[src/rtl/nextpc_pkg.sv]
package nextpc_pkg;

  localparam int PC_WIDTH  = 32;
  localparam int IMM_WIDTH = 16;
  localparam int TGT_WIDTH = 26;

  // Select strobes from control to datapath
  typedef struct packed {
    logic takeJump;
    logic takeBranch;
  } pc_sel_t;

endpackage

[src/rtl/nextpc_ctrl.sv]
module nextpc_ctrl
  import nextpc_pkg::*;
(
  input  logic    clk,
  input  logic    rst,
  input  logic    isBranch,
  input  logic    eqFlag,
  input  logic    isJump,
  output pc_sel_t sel
);

  // Branch select is the branch flag gated by equality; a jump masks it.
  logic branchCond;

  always_comb begin
    branchCond     = isBranch & eqFlag;
    sel.takeJump   = isJump;
    sel.takeBranch = branchCond & ~isJump;
  end

  AST_SEL_EXCLUSIVE: assert property (@(posedge clk) disable iff (rst)
    $onehot0({sel.takeJump, sel.takeBranch}));

  AST_EQ_DONTCARE: assert property (@(posedge clk) disable iff (rst)
    !isBranch |-> !sel.takeBranch);

  AST_NOEQ_NOBRANCH: assert property (@(posedge clk) disable iff (rst)
    !eqFlag |-> !sel.takeBranch);

endmodule

[src/rtl/nextpc_dpath.sv]
module nextpc_dpath
  import nextpc_pkg::*;
#(
  parameter int PcW  = PC_WIDTH,
  parameter int ImmW = IMM_WIDTH,
  parameter int TgtW = TGT_WIDTH
)(
  input  logic            clk,
  input  logic            rst,
  input  pc_sel_t         sel,
  input  logic [ImmW-1:0] brImm,
  input  logic [TgtW-1:0] jmpTgt,
  output logic [PcW-1:0]  pcQ
);

  localparam int HiW  = PcW - TgtW - 2;
  localparam int ExtW = PcW - ImmW - 2;
  localparam logic [PcW-1:0] StepBytes = PcW'(4);
  localparam logic [PcW-1:0] ResetPc   = '0;

  logic [PcW-1:0] seqPc;
  logic [PcW-1:0] brOff;
  logic [PcW-1:0] brPc;
  logic [PcW-1:0] jmpPc;
  logic [PcW-1:0] pcD;

  // Sequential step adder
  assign seqPc = pcQ + StepBytes;

  // Dedicated sign extend, shift by two, and branch adder
  assign brOff = {{ExtW{brImm[ImmW-1]}}, brImm, 2'b00};
  assign brPc  = seqPc + brOff;

  // Pseudo-direct jump keeps the top bits of the current PC
  assign jmpPc = {pcQ[PcW-1 -: HiW], jmpTgt, 2'b00};

  // Two-level select; jump sits last so it overrides
  always_comb begin
    pcD = seqPc;
    if (sel.takeBranch) pcD = brPc;
    if (sel.takeJump)   pcD = jmpPc;
  end

  always_ff @(posedge clk) begin
    if (rst) pcQ <= ResetPc;
    else     pcQ <= pcD;
  end

  AST_RESET_LOAD: assert property (@(posedge clk)
    rst |=> (pcQ == ResetPc));

  AST_WORD_ALIGN: assert property (@(posedge clk) disable iff (rst)
    pcQ[1:0] == 2'b00);

  AST_SEQ_STEP: assert property (@(posedge clk) disable iff (rst)
    (!sel.takeBranch && !sel.takeJump) |=> (pcQ == $past(pcQ) + StepBytes));

  AST_JUMP_HIGH_KEPT: assert property (@(posedge clk) disable iff (rst)
    sel.takeJump |=> (pcQ[PcW-1 -: HiW] == $past(pcQ[PcW-1 -: HiW])));

endmodule

[src/rtl/nextpc_unit.sv]
module nextpc_unit
  import nextpc_pkg::*;
(
  input  logic                 clk,
  input  logic                 rst,
  input  logic                 isBranch,
  input  logic                 eqFlag,
  input  logic                 isJump,
  input  logic [IMM_WIDTH-1:0] brImm,
  input  logic [TGT_WIDTH-1:0] jmpTgt,
  output logic [PC_WIDTH-1:0]  pcOut
);

  pc_sel_t sel;

  nextpc_ctrl u_ctrl (
    .clk      (clk),
    .rst      (rst),
    .isBranch (isBranch),
    .eqFlag   (eqFlag),
    .isJump   (isJump),
    .sel      (sel)
  );

  nextpc_dpath #(
    .PcW  (PC_WIDTH),
    .ImmW (IMM_WIDTH),
    .TgtW (TGT_WIDTH)
  ) u_dpath (
    .clk    (clk),
    .rst    (rst),
    .sel    (sel),
    .brImm  (brImm),
    .jmpTgt (jmpTgt),
    .pcQ    (pcOut)
  );

endmodule

[config.mk]
export PLATFORM = sky130hd
export DESIGN_NAME = nextpc_unit
export DESIGN_NICKNAME = d
export VERILOG_FILES = /design/src/rtl/nextpc_pkg.sv /design/src/rtl/nextpc_ctrl.sv /design/src/rtl/nextpc_dpath.sv /design/src/rtl/nextpc_unit.sv
export SDC_FILE = /design/constraint.sdc
export NUM_CORES = 1
export LEC_CHECK = 0
export ABC_AREA = 1
export BUFFER_PORTS_ARGS = -buffer_cell sky130_fd_sc_hd__buf_2
export CORE_ASPECT_RATIO = 1.2
export CORE_MARGIN = 5
export CORE_UTILIZATION = 45
export CTS_CLUSTER_DIAMETER = 200
export CTS_CLUSTER_SIZE = 16
export DETAILED_ROUTE_END_ITERATION = 8
export HOLD_SLACK_MARGIN = 0.12
export PLACE_DENSITY = 0.73
export REMOVE_ABC_BUFFERS = 1
export SYNTH_ARGS = -nofsm -noshare
export SYNTH_HDL_FRONTEND = slang
export SYNTH_SLANG_ARGS = --single-unit
[constraint.sdc]
create_clock -name clk -period 2.9 [get_ports clk]
set_input_delay 0.145 -clock clk [delete_from_list [all_inputs] [get_ports clk]]
set_output_delay 0.145 -clock clk [all_outputs]
set_load 0.05 [all_outputs]
Word level (Yosys, flattened, before mapping)
Index checks and enable logic that the tools add are counted.

Word-level logic and storage cells: 11. ROM bits: 0. Bits of input ports: 47. Register bits after elaboration: 32. Output and inout port bits: 32. Memories kept: 0. Bits in latches: 0. Bits in writable memories: 0.

Reduce and logical (&&, ||, !) cells: 1. $mul: 0. Muxes and demuxes: 2. Bitwise logic cells: 3. Add/sub/neg operators: 2. Order comparisons: 0. Eq/ne operators: 0. Shifts and indexed selects: 0. Divide/modulo/power cells: 0.

Operators by type and width (number): $add A32 B3 Y32 const B (1); $add A32 B32 Y32 (1); $mux W32 (1); $mux W28 (1); $and A1 B1 Y1 (2); $reduce_or A2 Y1 (1); $not A1 Y1 (1).

Depth between registers and ports, before layout
Depth in word-level cells: 4. Mapped depth: 24. Gate-level depth less buffers: 24.

By module
A second synthesis with hierarchy kept.

Cell total of the unflattened synthesis: 864. Area total of the unflattened synthesis: 4586.9 um2.

By module, submodules not included: nextpc_dpath (sequential area each 600.6 um2, cells an instance 861, times used 1, area an instance 4569.4 um2); nextpc_ctrl (sequential area each 0.0 um2, cells an instance 3, times used 1, area an instance 17.5 um2).

Worst setup path before layout
OpenSTA, ideal clock, no wires.

Kind: reg-to-reg. From: register u_dpath.pcQ[2]. To: register u_dpath.pcQ[24]. Arrival time: 2769 ps. Data required time: 2768 ps. Path buffers: 0. Setup slack: -1 ps. Setup time: 132 ps. Stages on the path, launching flop included: 18. Clock period less this slack: 2901 ps. Cell sequence: dfxtp_1 ha_1 inv_2 nor2_2 nand2_1 inv_2 nand2_1 xor2_1 inv_2 ha_1 nand2_1 nor2_1 nor3b_1 nand3_1 nand3_1 nand2_1 nand3_1 a21oi_1.

Word-level cells in the longest chain between the ends: 4.

RTL lines: start: declaration (RTL line nextpc_dpath.sv:13) `output logic [PcW-1:0] pcQ`; start signal: assignment (RTL line nextpc_dpath.sv:45) `if (rst) pcQ <= ResetPc;`; start signal: assignment (RTL line nextpc_dpath.sv:46) `else pcQ <= pcD;`; $add A32 B3 Y32 (*) (RTL line nextpc_dpath.sv:28) `assign seqPc = pcQ + StepBytes;`; $add A32 B32 Y32 (RTL line nextpc_dpath.sv:32) `assign brPc = seqPc + brOff;`; $mux W32 (*) (RTL line nextpc_dpath.sv:40) `if (sel.takeBranch) pcD = brPc;`; $mux W28 (*) (RTL line nextpc_dpath.sv:41) `if (sel.takeJump) pcD = jmpPc;`.

Mark *: on every way between the ends. The rest lies on a longest branch, timed or not. A chain may end at the register's enable or synchronous reset.

Worst setup path in the final report
Ends and elaborated chain as after synthesis.

==> flow_summary.html <==
<table>
<tr><th>Metric</th><th>Value</th></tr>
<tr><th colspan="2">Logic synthesis</th></tr>
<tr><td>Sequential fraction of the synthesis area</td><td>0.138</td></tr>
<tr><td>Post-synthesis instance area</td><td>4340 sq um</td></tr>
<tr><td>Post-synth EDFFs</td><td>0</td></tr>
<tr><td>Number of warnings issued by yosys</td><td>0</td></tr>
<tr><td>Portion of synthesized cell area occupied by the leading cell type</td><td>0.238</td></tr>
<tr><td>Post-synthesis cell type with the largest combined area</td><td>nand2_1</td></tr>
<tr><td>Most used standard cell by instance count after synthesis</td><td>nand2_1</td></tr>
<tr><td>Count of unique library cells instantiated by Yosys</td><td>46</td></tr>
<tr><td>Seq cells post-synth</td><td>30</td></tr>
<tr><td>Synthesized netlist cell count</td><td>788</td></tr>
<tr><td>Most used flip-flop cell after synthesis</td><td>dfxtp_1</td></tr>
<tr><td>Most numerous cell types in the synthesized netlist</td><td>275 x nand2_1, 124 x inv_1, 72 x nor2_1</td></tr>
<tr><td>Mean area per synthesized cell</td><td>5.51 sq um</td></tr>
<tr><td>Area contributors post-synth</td><td>nand2_1 24%, dfxtp_1 14%, inv_1 11%</td></tr>
<tr><td>Async set-or-reset flop fraction in the synthesized netlist</td><td>0</td></tr>
<tr><th colspan="2">Outcome</th></tr>
<tr><td>Outcome</td><td>complete, no violations</td></tr>
<tr><th colspan="2">Floorplan</th></tr>
<tr><td>Total Die Area</td><td>11700 sq um</td></tr>
<tr><td>Count of boundary I/O pins</td><td>79</td></tr>
<tr><td>Width of the chip</td><td>99.7 um</td></tr>
<tr><td>Starting utilization of the core area</td><td>0.459</td></tr>
<tr><td>Vertical die dimension</td><td>118 um</td></tr>
<tr><td>Floorplan core area</td><td>9470 sq um</td></tr>
<tr><td>Floorplan row count</td><td>39</td></tr>
<tr><th colspan="2">Placed design</th></tr>
<tr><td>Area after DPL</td><td>5120 sq um</td></tr>
<tr><td>Number of placed instances with taps included</td><td>1018</td></tr>
<tr><td>Worst slack at placement</td><td>0.0120 ns</td></tr>
<tr><td>GPL Wtd Cong</td><td>0.961</td></tr>
<tr><td>Buffers on Ports</td><td>76</td></tr>
<tr><td>Post-detailed-placement half-perimeter wirelength</td><td>12000 um</td></tr>
<tr><th colspan="2">Power</th></tr>
<tr><td>Cell area power density</td><td>329 nW/um^2</td></tr>
<tr><td>VDD IR-drop max</td><td>0.233 mV</td></tr>
<tr><td>Pleak</td><td>3.02 nW</td></tr>
<tr><th colspan="2">Detailed routing</th></tr>
<tr><td>Routed length per instance</td><td>14.5 um</td></tr>
<tr><td>Final antenna-violating net count</td><td>0</td></tr>
<tr><td>Highest metal layer with signal wires</td><td>met4</td></tr>
<tr><td>Total routed wire length on the met1 layer</td><td>6360 um</td></tr>
<tr><td>DRT Wirelength</td><td>15000 um</td></tr>
<tr><td>Detailed-route vias per instance</td><td>5.14</td></tr>
<tr><td>Number of iterations in the first detailed-routing pass</td><td>8</td></tr>
<tr><td>Met2 routed wirelength</td><td>7150 um</td></tr>
<tr><td>Routed via count</td><td>5309</td></tr>
<tr><td>Routed wire length on met3</td><td>804 um</td></tr>
<tr><td>Detailed-route DRC error count</td><td>0</td></tr>
<tr><td>Starting DRT DRC Count</td><td>358</td></tr>
<tr><th colspan="2">STA</th></tr>
<tr><td>Final worst hold slack</td><td>0.126 ns</td></tr>
<tr><td>Largest clock skew in the final design</td><td>0.00477 ns</td></tr>
<tr><td>Final Max Slew Viols</td><td>0</td></tr>
<tr><td>Final setup viols</td><td>0</td></tr>
<tr><td>Tightest slew margin relative to the limit</td><td>0.572</td></tr>
<tr><td>Number of hold violations in the final report</td><td>0</td></tr>
<tr><td>Max Freq</td><td>357 MHz</td></tr>
<tr><td>Post-layout minimum cycle time</td><td>2.80 ns</td></tr>
<tr><td>Setup repair after global routing missed its margin</td><td>true</td></tr>
<tr><td>Post-route fraction of the period consumed by the critical path</td><td>0.966</td></tr>
<tr><td>Final setup slack of the worst path</td><td>0.0973 ns</td></tr>
<tr><td>Least-Margin Pin Slew</td><td>0.642 ns</td></tr>
<tr><th colspan="2">Clocking</th></tr>
<tr><td>Clock insertion delay at the later pin of the skew report</td><td>0.28 ns</td></tr>
<tr><td>CTS Hold Buffers Added</td><td>0</td></tr>
<tr><td>Deepest level of the CTS H-tree</td><td>2</td></tr>
<tr><td>TritonCTS clock tree</td><td>done</td></tr>
<tr><td>Maximum count of clock buffers along a single path</td><td>2</td></tr>
<tr><td>Clk Tree Root Cell</td><td>clkbuf_16</td></tr>
<tr><td>Worst-path clk slew</td><td>0.05 ns</td></tr>
<tr><td>Number of buffers created by CTS</td><td>5</td></tr>
<tr><td>Clock sink count</td><td>30</td></tr>
<tr><th colspan="2">Setup path</th></tr>
<tr><td>Kind of launch point of the worst setup path</td><td>flop</td></tr>
<tr><td>Req. time, crit path</td><td>3.04 ns</td></tr>
<tr><td>Arrival time at the worst endpoint</td><td>2.94 ns</td></tr>
<tr><td>CP Capture Type</td><td>flop</td></tr>
<tr><td>Largest fanout on the critical path</td><td>3</td></tr>
<tr><td>Category of the most critical setup path</td><td>reg -&gt; reg</td></tr>
<tr><th colspan="2">Cells and area</th></tr>
<tr><td>Fill cell total of the finished layout</td><td>944</td></tr>
<tr><td>Largest registers</td><td>u_dpath.pcQ x30</td></tr>
<tr><td>Share of cells above drive strength 1</td><td>0.289</td></tr>
<tr><td>Diodes inserted</td><td>0</td></tr>
<tr><td>Register containing the most flip-flops in the final layout</td><td>u_dpath.pcQ</td></tr>
<tr><td>Largest register FFs</td><td>30</td></tr>
<tr><td>Post-layout nets</td><td>989</td></tr>
<tr><td>Post-route standard cell area excluding fillers</td><td>5770 sq um</td></tr>
<tr><td>Synth-to-Final Area Change</td><td>32.7%</td></tr>
<tr><td>Layout Cells excl Fill</td><td>1032</td></tr>
<tr><th colspan="2">Min path</th></tr>
<tr><td>Classification of the worst-slack hold path</td><td>in -&gt; reg</td></tr>
<tr><th colspan="2">Global routing</th></tr>
<tr><td>Global-route usage over all layers</td><td>0.241</td></tr>
<tr><td>Maximum number of pins on one net before global-route repair</td><td>31</td></tr>
<tr><td>First-pass GRT wire length</td><td>22700 um</td></tr>
<tr><td>Number of antenna violations at the first check in global routing</td><td>0</td></tr>
<tr><td>Grt ovf</td><td>0</td></tr>
<tr><td>Via count of the first global-routing pass</td><td>4787</td></tr>
<tr><th colspan="2">Flow run</th></tr>
<tr><td>Maxcap violations</td><td>0</td></tr>
</table>
==> per-stage QoR <==
stage / util / TNS (ns) / power [W]
6_report: 0.609 / 0 / 0.00190
5_1_grt: 0.609 / -0.336 / 0.00202
4_1_cts: 0.557 / 0 / 0.00180
3_5_place_dp: 0.541 / 0 / 0.00128
3_3_place_gp: 0.541 / 0 / 0.00128
2_1_floorplan: - / -0.0270 / 0.00102
==> critical path, cell delays in order, from the launching register on <==
cell and delay (ns):
dfxtp_2 0.34, ha_2 0.20, inv_2 0.05, nor2_2 0.14, nand2_2 0.10, inv_2 0.09, nand2_1 0.06, xor2_1 0.18
inv_2 0.09, ha_4 0.28, buf_4 0.12, nand2_1 0.09, nor2_1 0.16, nor3b_1 0.29, nand3_1 0.14, nand3_1 0.11
nand2_1 0.05, nand3_1 0.07, a21oi_1 0.07
==> cell usage in the layout (no fill, tap or decap), types with 5 or more instances in the layout <==
cell type    n
nand2_1    258
buf_2       76
xor2_2       5
dfxtp_2     12
inv_1      123
a21oi_1     34
a21oi_2     14
o21ai_1      5
inv_2       12
a31oi_1      6
nand4_1      8
nor2_2      17
and2_1       5
o21ai_0     14
xor2_1      17
ha_4        13
dfxtp_1     17
nor2_4       7
buf_4       48
nand3_1     53
clkbuf_16    5
ha_1        17
nor3_2      10
nand2_2     23
nor2_1      55
==> per-layer routing <==
metal,track usage,vias to the layer above
met5,0,-
met4,0.117,0
met3,0.0136,47
met2,0.394,193
met1,0.319,2365
li1,-,2704
==> cells by family (layout without fill, tap and decap cells) <==
kind of cell               after synthesis  count (layout)  synth area share
adders and majority gates               34              34            0.0997
buffers and inverters                  149             269             0.137
DFF                                     30              30             0.138
other                                    1               2          0.000863
and+or+nand+nor                        462             462             0.460
AOI/OAI and AO/OA                       88              88             0.115
xor gates and xnor gates                24              24            0.0501
==> area by class of cell <==
cell class,instances,area [sq um],area share
inverter,137,514,0.0892
tap,123,154,0.0267
sequential,30,619,0.107
clock inverter,1,5.00,0.000868
multi-input combinational,610,3590,0.623
clock buffer,7,143,0.0247
timing repair buffer,124,741,0.128
==> report_power, final <==
part / switching, W / leakage (nW) / internal (W) / total [W]
sequential: 0.0000369 / 0.252 / 0.000446 / 0.000483
combinational: 0.000583 / 2.70 / 0.000320 / 0.000903
clock: 0.000174 / 0.0739 / 0.000339 / 0.000513
total: 0.000795 / 3.02 / 0.00110 / 0.00190
==> worst paths after layout <==
check	startpoint	to	depth (start not counted)	slack, ns
setup / recovery	u_dpath.pcQ[2]	u_dpath.pcQ[24]	18	0.1
hold / removal	jmpTgt[0]	u_dpath.pcQ[2]	3	0.13
setup reg to reg	u_dpath.pcQ[2]	u_dpath.pcQ[24]	18	0.1
hold reg to reg	u_dpath.pcQ[28]	u_dpath.pcQ[28]	4	0.61
==> repair_timing <==
action / 4_1_cts / 5_1_grt
setup buffers: 1 / 5
resized for setup: 0 / 106
pin swaps: 1 / 20
endpoints found under the setup margin: 1 / 21
Power figures use the tool's default switching activity.
